`src/rtl/pinio_pkg.sv`:
```
`timescale 1ns/1ps
package pinio_pkg;

    localparam int BUS_W          = 32;
    localparam int IDX_W          = 3;
    localparam int LINES_PER_BANK = 8;
    localparam int POL_STRIDE     = 4;

    typedef enum logic [IDX_W-1:0] {
        REG_DOUT  = 3'd0,
        REG_OE    = 3'd1,
        REG_IN    = 3'd2,
        REG_STAT  = 3'd3,
        REG_POL0  = 3'd4,
        REG_EN    = 3'd5,
        REG_POL1  = 3'd6,
        REG_MUX   = 3'd7
    } reg_idx_e;

    typedef struct packed {
        logic             wr;
        logic             rd;
        reg_idx_e         idx;
        logic [BUS_W-1:0] data;
    } bus_req_t;

    // number of lines whose polarity lives in the given bank
    function automatic int bank_lines(int npins, int bank);
        int rest;
        rest = npins - bank * LINES_PER_BANK;
        if (rest < 0)
            return 0;
        if (rest > LINES_PER_BANK)
            return LINES_PER_BANK;
        return rest;
    endfunction

endpackage

```
`src/rtl/pinio_sync.sv`:
```
`timescale 1ns/1ps
module pinio_sync #(
    parameter int W      = 12,
    parameter int STAGES = 2
) (
    input  logic         clk,
    input  logic         rst,
    input  logic [W-1:0] d,
    output logic [W-1:0] q
);

    logic [W-1:0] stage [STAGES];

    always_ff @(posedge clk) begin
        if (rst) begin
            for (int s = 0; s < STAGES; s++)
                stage[s] <= '0;
        end else begin
            stage[0] <= d;
            for (int s = 1; s < STAGES; s++)
                stage[s] <= stage[s-1];
        end
    end

    assign q = stage[STAGES-1];

endmodule

```
`src/rtl/pinio_irq.sv`:
```
`timescale 1ns/1ps
module pinio_irq #(
    parameter int NUM_PINS = 12
) (
    input  logic                clk,
    input  logic                rst,
    input  logic [NUM_PINS-1:0] lvl,
    input  logic [NUM_PINS-1:0] pol,
    input  logic [NUM_PINS-1:0] clr_mask,
    output logic [NUM_PINS-1:0] status_q
);

    logic [NUM_PINS-1:0] hit;

    // per-line level condition: polarity 1 inverts the sense
    for (genvar g = 0; g < NUM_PINS; g++) begin : g_line
        assign hit[g] = lvl[g] ^ pol[g];
    end

    always_ff @(posedge clk) begin
        if (rst)
            status_q <= '0;
        else
            status_q <= (status_q & ~clr_mask) | hit;
    end

endmodule

```
`src/rtl/pinio_regs.sv`:
```
`timescale 1ns/1ps
module pinio_regs
    import pinio_pkg::*;
#(
    parameter int NUM_PINS = 12
) (
    input  logic                clk,
    input  logic                rst,
    input  logic                bus_sel,
    input  logic                bus_we,
    input  logic [IDX_W-1:0]    bus_word,
    input  logic [BUS_W-1:0]    bus_wdata,
    input  logic [NUM_PINS-1:0] lvl,
    input  logic [NUM_PINS-1:0] status_q,
    output logic [NUM_PINS-1:0] dout_q,
    output logic [NUM_PINS-1:0] oe_q,
    output logic [NUM_PINS-1:0] en_q,
    output logic [NUM_PINS-1:0] pol_q,
    output logic [BUS_W-1:0]    mux_q,
    output logic [NUM_PINS-1:0] clr_mask,
    output logic [BUS_W-1:0]    rdata
);

    localparam int L0 = bank_lines(NUM_PINS, 0);
    localparam int L1 = bank_lines(NUM_PINS, 1);

    bus_req_t         req;
    logic [BUS_W-1:0] rd_val;
    logic [BUS_W-1:0] pol0_view;
    logic [BUS_W-1:0] pol1_view;

    assign req.wr   = bus_sel & bus_we;
    assign req.rd   = bus_sel & ~bus_we;
    assign req.idx  = reg_idx_e'(bus_word);
    assign req.data = bus_wdata;

    always_ff @(posedge clk) begin
        if (rst) begin
            dout_q <= '0;
            oe_q   <= '0;
            en_q   <= '0;
            pol_q  <= '0;
            mux_q  <= '0;
        end else if (req.wr) begin
            case (req.idx)
                REG_DOUT: dout_q <= req.data[NUM_PINS-1:0];
                REG_OE:   oe_q   <= req.data[NUM_PINS-1:0];
                REG_EN:   en_q   <= req.data[NUM_PINS-1:0];
                REG_POL0: begin
                    for (int i = 0; i < L0; i++)
                        pol_q[i] <= req.data[POL_STRIDE*i];
                end
                REG_POL1: begin
                    for (int i = 0; i < L1; i++)
                        pol_q[L0+i] <= req.data[POL_STRIDE*i];
                end
                REG_MUX:  mux_q  <= req.data;
                default:  ;
            endcase
        end
    end

    assign clr_mask = (req.wr && req.idx == REG_STAT) ? req.data[NUM_PINS-1:0] : '0;

    // spread the packed polarity bits back onto their nibble positions
    always_comb begin
        pol0_view = '0;
        pol1_view = '0;
        for (int i = 0; i < L0; i++)
            pol0_view[POL_STRIDE*i] = pol_q[i];
        for (int i = 0; i < L1; i++)
            pol1_view[POL_STRIDE*i] = pol_q[L0+i];
    end

    always_comb begin
        case (req.idx)
            REG_DOUT: rd_val = BUS_W'(dout_q);
            REG_OE:   rd_val = BUS_W'(oe_q);
            REG_IN:   rd_val = BUS_W'(lvl);
            REG_STAT: rd_val = BUS_W'(status_q);
            REG_POL0: rd_val = pol0_view;
            REG_EN:   rd_val = BUS_W'(en_q);
            REG_POL1: rd_val = pol1_view;
            REG_MUX:  rd_val = mux_q;
            default:  rd_val = '0;
        endcase
    end

    always_ff @(posedge clk) begin
        if (rst)
            rdata <= '0;
        else if (req.rd)
            rdata <= rd_val;
    end

endmodule

```
`src/rtl/pinio_ctrl.sv`:
```
`timescale 1ns/1ps
module pinio_ctrl
    import pinio_pkg::*;
#(
    parameter int NUM_PINS    = 12,
    parameter int SYNC_STAGES = 2
) (
    input  logic                clk,
    input  logic                rst,
    input  logic                bus_sel,
    input  logic                bus_we,
    input  logic [IDX_W-1:0]    bus_word,
    input  logic [BUS_W-1:0]    bus_wdata,
    output logic [BUS_W-1:0]    bus_rdata,
    input  logic [NUM_PINS-1:0] pin_in,
    output logic [NUM_PINS-1:0] pin_out,
    output logic [NUM_PINS-1:0] pin_oe,
    output logic                irq
);

    logic [NUM_PINS-1:0] sync_lvl;
    logic [NUM_PINS-1:0] status_q;
    logic [NUM_PINS-1:0] en_q;
    logic [NUM_PINS-1:0] pol_q;
    logic [NUM_PINS-1:0] clr_mask;
    logic [BUS_W-1:0]    mux_q;

    pinio_sync #(
        .W      (NUM_PINS),
        .STAGES (SYNC_STAGES)
    ) u_sync (
        .clk (clk),
        .rst (rst),
        .d   (pin_in),
        .q   (sync_lvl)
    );

    pinio_regs #(
        .NUM_PINS (NUM_PINS)
    ) u_regs (
        .clk       (clk),
        .rst       (rst),
        .bus_sel   (bus_sel),
        .bus_we    (bus_we),
        .bus_word  (bus_word),
        .bus_wdata (bus_wdata),
        .lvl       (sync_lvl),
        .status_q  (status_q),
        .dout_q    (pin_out),
        .oe_q      (pin_oe),
        .en_q      (en_q),
        .pol_q     (pol_q),
        .mux_q     (mux_q),
        .clr_mask  (clr_mask),
        .rdata     (bus_rdata)
    );

    pinio_irq #(
        .NUM_PINS (NUM_PINS)
    ) u_irq (
        .clk      (clk),
        .rst      (rst),
        .lvl      (sync_lvl),
        .pol      (pol_q),
        .clr_mask (clr_mask),
        .status_q (status_q)
    );

    assign irq = |(status_q & en_q);

endmodule

```
`config.mk`:
```
export PLATFORM = sky130hd
export DESIGN_NAME = pinio_ctrl
export DESIGN_NICKNAME = d
export VERILOG_FILES = /design/src/rtl/pinio_pkg.sv /design/src/rtl/pinio_sync.sv /design/src/rtl/pinio_irq.sv /design/src/rtl/pinio_regs.sv /design/src/rtl/pinio_ctrl.sv
export SDC_FILE = /design/constraint.sdc
export NUM_CORES = 1
export LEC_CHECK = 0
export ABC_AREA = 1
export BUFFER_PORTS_ARGS = -buffer_cell sky130_fd_sc_hd__clkbuf_2
export CORE_MARGIN = 4
export CORE_UTILIZATION = 50
export CTS_BUF_LIST = sky130_fd_sc_hd__clkbuf_2 sky130_fd_sc_hd__clkbuf_4 sky130_fd_sc_hd__clkbuf_8
export CTS_CLUSTER_SIZE = 24
export DETAILED_ROUTE_END_ITERATION = 7
export PLACE_DENSITY = 0.73
export SLEW_MARGIN = 20
export SYNTH_ARGS = -nofsm -noshare
export SYNTH_HDL_FRONTEND = slang
export SYNTH_SLANG_ARGS = --single-unit
```
`constraint.sdc`:
```
create_clock -name clk -period 1.85 [get_ports clk]
set_clock_uncertainty 0.05 [all_clocks]
set_input_delay 0.37 -clock clk [delete_from_list [all_inputs] [get_ports clk]]
set_output_delay 0.37 -clock clk [all_outputs]
set_load 0.005 [all_outputs]
```
==> Word level (Yosys, flattened, before mapping) <==
Memories as Yosys holds them, arrays and structs flattened.
Cells that the tools add are included.
{ "word_totals": {"in_bits": 51, "regBits": 124, "wordCells": 53, "mem_bits_rw": 24, "mem_count": 1} }
{ "mem_list": {"columns": ["memory", "words", "word_bits", "read_ports", "rd_ports_with_merged_regs", "wr", "line_no", "text"], "rows": [
  ["u_sync.stage", 2, 12, 2, 0, 2, "pinio_sync.sv:12", "logic [W-1:0] stage [STAGES];"]
]} }
{ "classes": {"muxes": 7, "reduce_logical": 9, "eq_ne": 7, "bitwise_logic": 21} }
{ "op_table": {"columns": ["op", "n"], "rows": [
  ["$pmux W32 S8", 1],
  ["$mux W12", 3],
  ["$and A12 B12 Y12", 2],
  ["$eq A3 B3 Y1 const B", 4],
  ["$not A12 Y12", 1],
  ["$or A12 B12 Y12", 1],
  ["$reduce_and A2 Y1", 6],
  ["$reduce_or A12 Y1", 1],
  ["$xor A1 B1 Y1", 12],
  ["$eq A3 B2 Y1 const B", 2],
  ["$eq A3 B1 Y1 const B", 1],
  ["$logic_not A3 Y1", 1],
  ["$mux W1", 3],
  ["$and A1 B1 Y1", 2],
  ["$or A1 B1 Y1", 2],
  ["$logic_and A1 B1 Y1", 1],
  ["$not A1 Y1", 1]
]} }

==> Depth between registers and ports, before layout <==
{ "depth": {"ltp_word": 6, "ltp_mapped": 9, "ltp_nobuf": 8} }

==> By module <==
Synthesis repeated with hierarchy kept, for this count alone.
{ "hier_totals": {"hier_cells": 919, "area_unflattened_um2": 6552.5} }
{ "by_module_without_submodules": {"columns": ["module", "cells_per_inst", "instances", "area_each_um2", "seq_area_each_um2"], "rows": [
  ["pinio_regs", 689, 1, 4969.8, 2242.2],
  ["pinio_sync", 86, 1, 773.2, 480.5],
  ["pinio_irq", 122, 1, 725.7, 240.2],
  ["pinio_ctrl", 22, 1, 83.8, 0.0]
]} }

==> Worst setup path after synthesis <==
Ideal clock, no wire load.
{ "synth_path": {"path_type": "input port to flip-flop", "startpoint": "input port bus_word[1]", "endpoint": "register u_regs.pol_q[5]", "slack_ns": 0.301, "path_stages": 8, "setup_ns": 0.119, "t_arrival_ns": 1.379, "path_cell_list": "buf_6 > nor2_1 > nand2_1 > inv_1 > nand2_1 > buf_2 > o21ai_0 > a21oi_1"} }
{ "synth_via": {"elab_chain_cells": 2} }
{ "synth_lines": {"columns": ["element", "line_no", "text"], "rows": [
  ["start: declaration", "pinio_ctrl.sv:12", "input logic [IDX_W-1:0] bus_word,"],
  ["$eq A3 B3 Y1", "pinio_regs.sv:45", "case (req.idx)"],
  ["$reduce_and A2 Y1 (no line)", null, null],
  ["end signal: indexed assignment", "pinio_regs.sv:51", "pol_q[i] <= req.data[POL_STRIDE*i];"],
  ["end signal: indexed assignment", "pinio_regs.sv:55", "pol_q[L0+i] <= req.data[POL_STRIDE*i];"],
  ["end: declaration", "pinio_regs.sv:18", "output logic [NUM_PINS-1:0] pol_q,"]
]} }
No other way between the ends.
A chain may end at the register's enable or synchronous reset.

==> Worst setup path in the final report <==
{ "layout_path": {"startpoint": "register u_irq.status_q[8]", "endpoint": "output port irq"} }
{ "layout_via": {"elab_chain_cells": 2} }
{ "layout_lines": {"columns": ["element", "line_no", "text"], "rows": [
  ["start: declaration", "pinio_irq.sv:10", "output logic [NUM_PINS-1:0] status_q"],
  ["start signal: assignment", "pinio_irq.sv:24", "status_q <= (status_q & ~clr_mask) | hit;"],
  ["$and A12 B12 Y12", "pinio_ctrl.sv:69", "assign irq = |(status_q & en_q);"],
  ["$reduce_or A12 Y1", "pinio_ctrl.sv:69", null],
  ["end: declaration", "pinio_ctrl.sv:18", "output logic irq"]
]} }
No other way between the ends.

==> impl_metrics.ini <==
[run_status]
status = finished, violations left
violations = negative setup slack

[layout]
final_core_util = 0.627
n_antenna_cell = 0
drive_gt1_frac = 0.210
synthToLayoutAreaGrowth_pct = 21.1
final_nets = 977
stdcell_area_sq_um = 7250

[route]
drtAntennaViolNets = 0
first_pass_iters = 5
drtIter0Drc = 495
drc = 0
wl_per_cell_microns = 15.3
vias = 5657
wirelength_mm = 16.5
vias_per_cell = 5.23

[timing]
relSlewSlack = 0.552
fin_crit_sh = 1.00
setup_viol = 1
slew_violations = 0
fmax_ghz = 0.541
hold_violations = 0
tightest_slew_ns = 0.671
post-route-min-period_ns = 1.85
setup_tns_ns = -0.0000475
rsz0062_at_grt = true
setup_ws_ns = -0.0000475

[global_route]
grt_use_total = 0.242
grt_busiest_layer = met2
grt_pass1_vias = 5409
grt_pass1_wl_mm = 27.0
gr-total-overflow = 0
grt_max_degree = 80
grt.met3_usage = 0.0597
grtUsageMet1 = 0.311
grt_antenna_before_repair = 0
grt_use_met2 = 0.380

[synthesis]
synth_xor_xnor_area_share = 0.0176
synth-adder-area-share = 0
synth_cells = 814
netlist.area_leader.share = 0.495
ys_ff_latch = 148
avgSynthCellArea_sq_um = 7.36
synth_area_sq_um = 5990
yosys-top-cells-area = dfxtp_1 49%, o21ai_0 9.3%, nor2_1 8.7%, a21oi_1 8.4%, inv_1 5.9%
seq_area_frac_synth = 0.495
synth_top_family_by_area = simple AND/OR/NAND/NOR gates
synth_top_area_cell = dfxtp_1
synthMuxAreaShare = 0
synthSimpleGateAreaFrac = 0.201
syn_nets = 865
synth.distinct_cells = 23
synth_warnings = 0
synth_compound_area_frac = 0.189

[die]
die_height_microns = 117
dieArea_sq_um = 13800
std_cell_rows = 39
io_pins = 108
coreArea_sq_um = 11600
initial_core_util = 0.518
die_w_microns = 117

[worst_hold_path]
min_path_type = input port to flop

[job]
cap_violations = 0

[worst_setup_path]
startpoint_type = flop
end_kind = output port
crit_required_ns = 1.43
crit_type = flop to output port
critPathArrivalTime_ns = 1.43
path_max_fanout = 2

[placed_design]
place_area_sq_um = 6800
dp_hpwl_mm = 11.8
routabilityCongestion = 0.957
io_buffers = 107

[cts]
root_buffer = clkbuf_8
numCtsBuffers = 17
htreeDepth = 4
clkLatencyLatePin_ns = 0.45
clk_pin_slew_ns = 0.08
clockBufferDepth = 2
hold_buffers = 0
cts_tree = built
clock_sinks = 148

[pwr]
ir_drop_mv = 0.793
p_leak_nw = 3.23
p_per_area_nw_per_um2 = 886
[repair_timing]
| action | in CTS | in global routing |
|---|---|---|
| gates resized for setup | 8 | 7 |
| buffers inserted | 3 | 0 |
| pin swaps | 1 | 2 |
| setup endpoints to repair | 1 | 1 |
[cells in the mapped netlist]
library cell	number
dfxtp_1	148
nor2_1	139
o21ai_0	111
a21oi_1	100
inv_1	94
nand2_1	80
clkbuf_1	40
nand3_1	31
nand4_1	29
xnor2_1	12
buf_2	8
o211ai_1	6
inv_2	4
a221oi_1	2
buf_1	2
a22o_1	1
buf_4	1
buf_6	1
nand3_2	1
nor2_2	1
nor3_1	1
nor4_4	1
o22ai_1	1
[layout make-up]
| class | instances | area (sq um) |
|---|---|---|
| multi-input combinational | 516 | 2460 |
| inverter | 98 | 368 |
| clock inverter | 13 | 148 |
| timing repair buffer | 145 | 871 |
| clock buffer | 19 | 255 |
| fill | 1096 | 4320 |
| sequential | 148 | 2970 |
| tap | 143 | 179 |
[critical path, cell delays in order (launching register included)]
cell	delay, ns
dfxtp_2	0.34
nand2_2	0.07
o21ai_1	0.06
a221oi_1	0.22
nand3_1	0.15
buf_2	0.15
[per-stage QoR]
step	total power [mW]	setup WS (ns)	instances	hold slack, ns
2_1_floorplan	3.71	0.301	814	0.338
3_3_place_gp	3.96	0.132	1047	0.344
3_5_place_dp	3.96	0.110	1047	0.344
4_1_cts	6.46	0.0166	1082	0.0244
5_1_grt	6.69	-0.0670	1082	0.0366
6_report	6.42	-0.0000475	1082	0.0544
[routing by layer]
layer / up-vias / wire (microns)
met3: 48 / 1120
met2: 211 / 7540
met1: 2519 / 7250
li1: 2879 / -
met4: 0 / 612
met5: - / 0
[cells in the final DEF (no fill, tap or decap), drive strengths merged]
cell / count
xnor2: 12
nor4: 1
nor3: 1
a221oi: 2
clkbuf: 125
clkinv: 6
clkinvlp: 1
nand4: 29
nor2: 140
buf: 39
nand3: 32
o21ai: 111
a21oi: 100
o211ai: 6
inv: 102
dfxtp: 148
a22o: 1
bufinv: 2
nand2: 80
o22ai: 1
[sequential cells by signal, summed over array words and instances (netlist names)]
signal / flops
u_regs.rdata: 32
u_regs.oe_q: 12
u_regs.mux_q: 32
u_regs.dout_q: 12
u_irq.status_q: 12
u_regs.en_q: 12
u_sync.stage: 24
u_regs.pol_q: 12
[cell families after synthesis]
group / count (synthesis)
DFF: 148
AOI/OAI and AO/OA: 221
and+or+nand+nor: 283
buffers and inverters: 150
xor gates and xnor gates: 12
[worst paths after layout]
check                                         from                  end  slack [ns]  cells past startpoint
worst max-delay path             u_irq.status_q[8]                  irq    -0.00005                      5
worst min-delay path                     pin_in[0]   u_sync.stage[0][0]        0.05                      3
worst max register to register   u_irq.status_q[3]      u_regs.rdata[3]        0.61                      7
worst min register to register  u_sync.stage[0][6]  u_sync.stage[0][18]        0.35                      2
[where the power goes]
part	switching, mW	internal (mW)	total (mW)	leakage, nW
Clock	1.25	1.27	2.51	0.205
Combinational	0.338	0.210	0.548	1.82
Sequential	0.0685	3.29	3.36	1.21
Total	1.65	4.77	6.42	3.23
No activity file was read; power rests on OpenSTA's default activity.
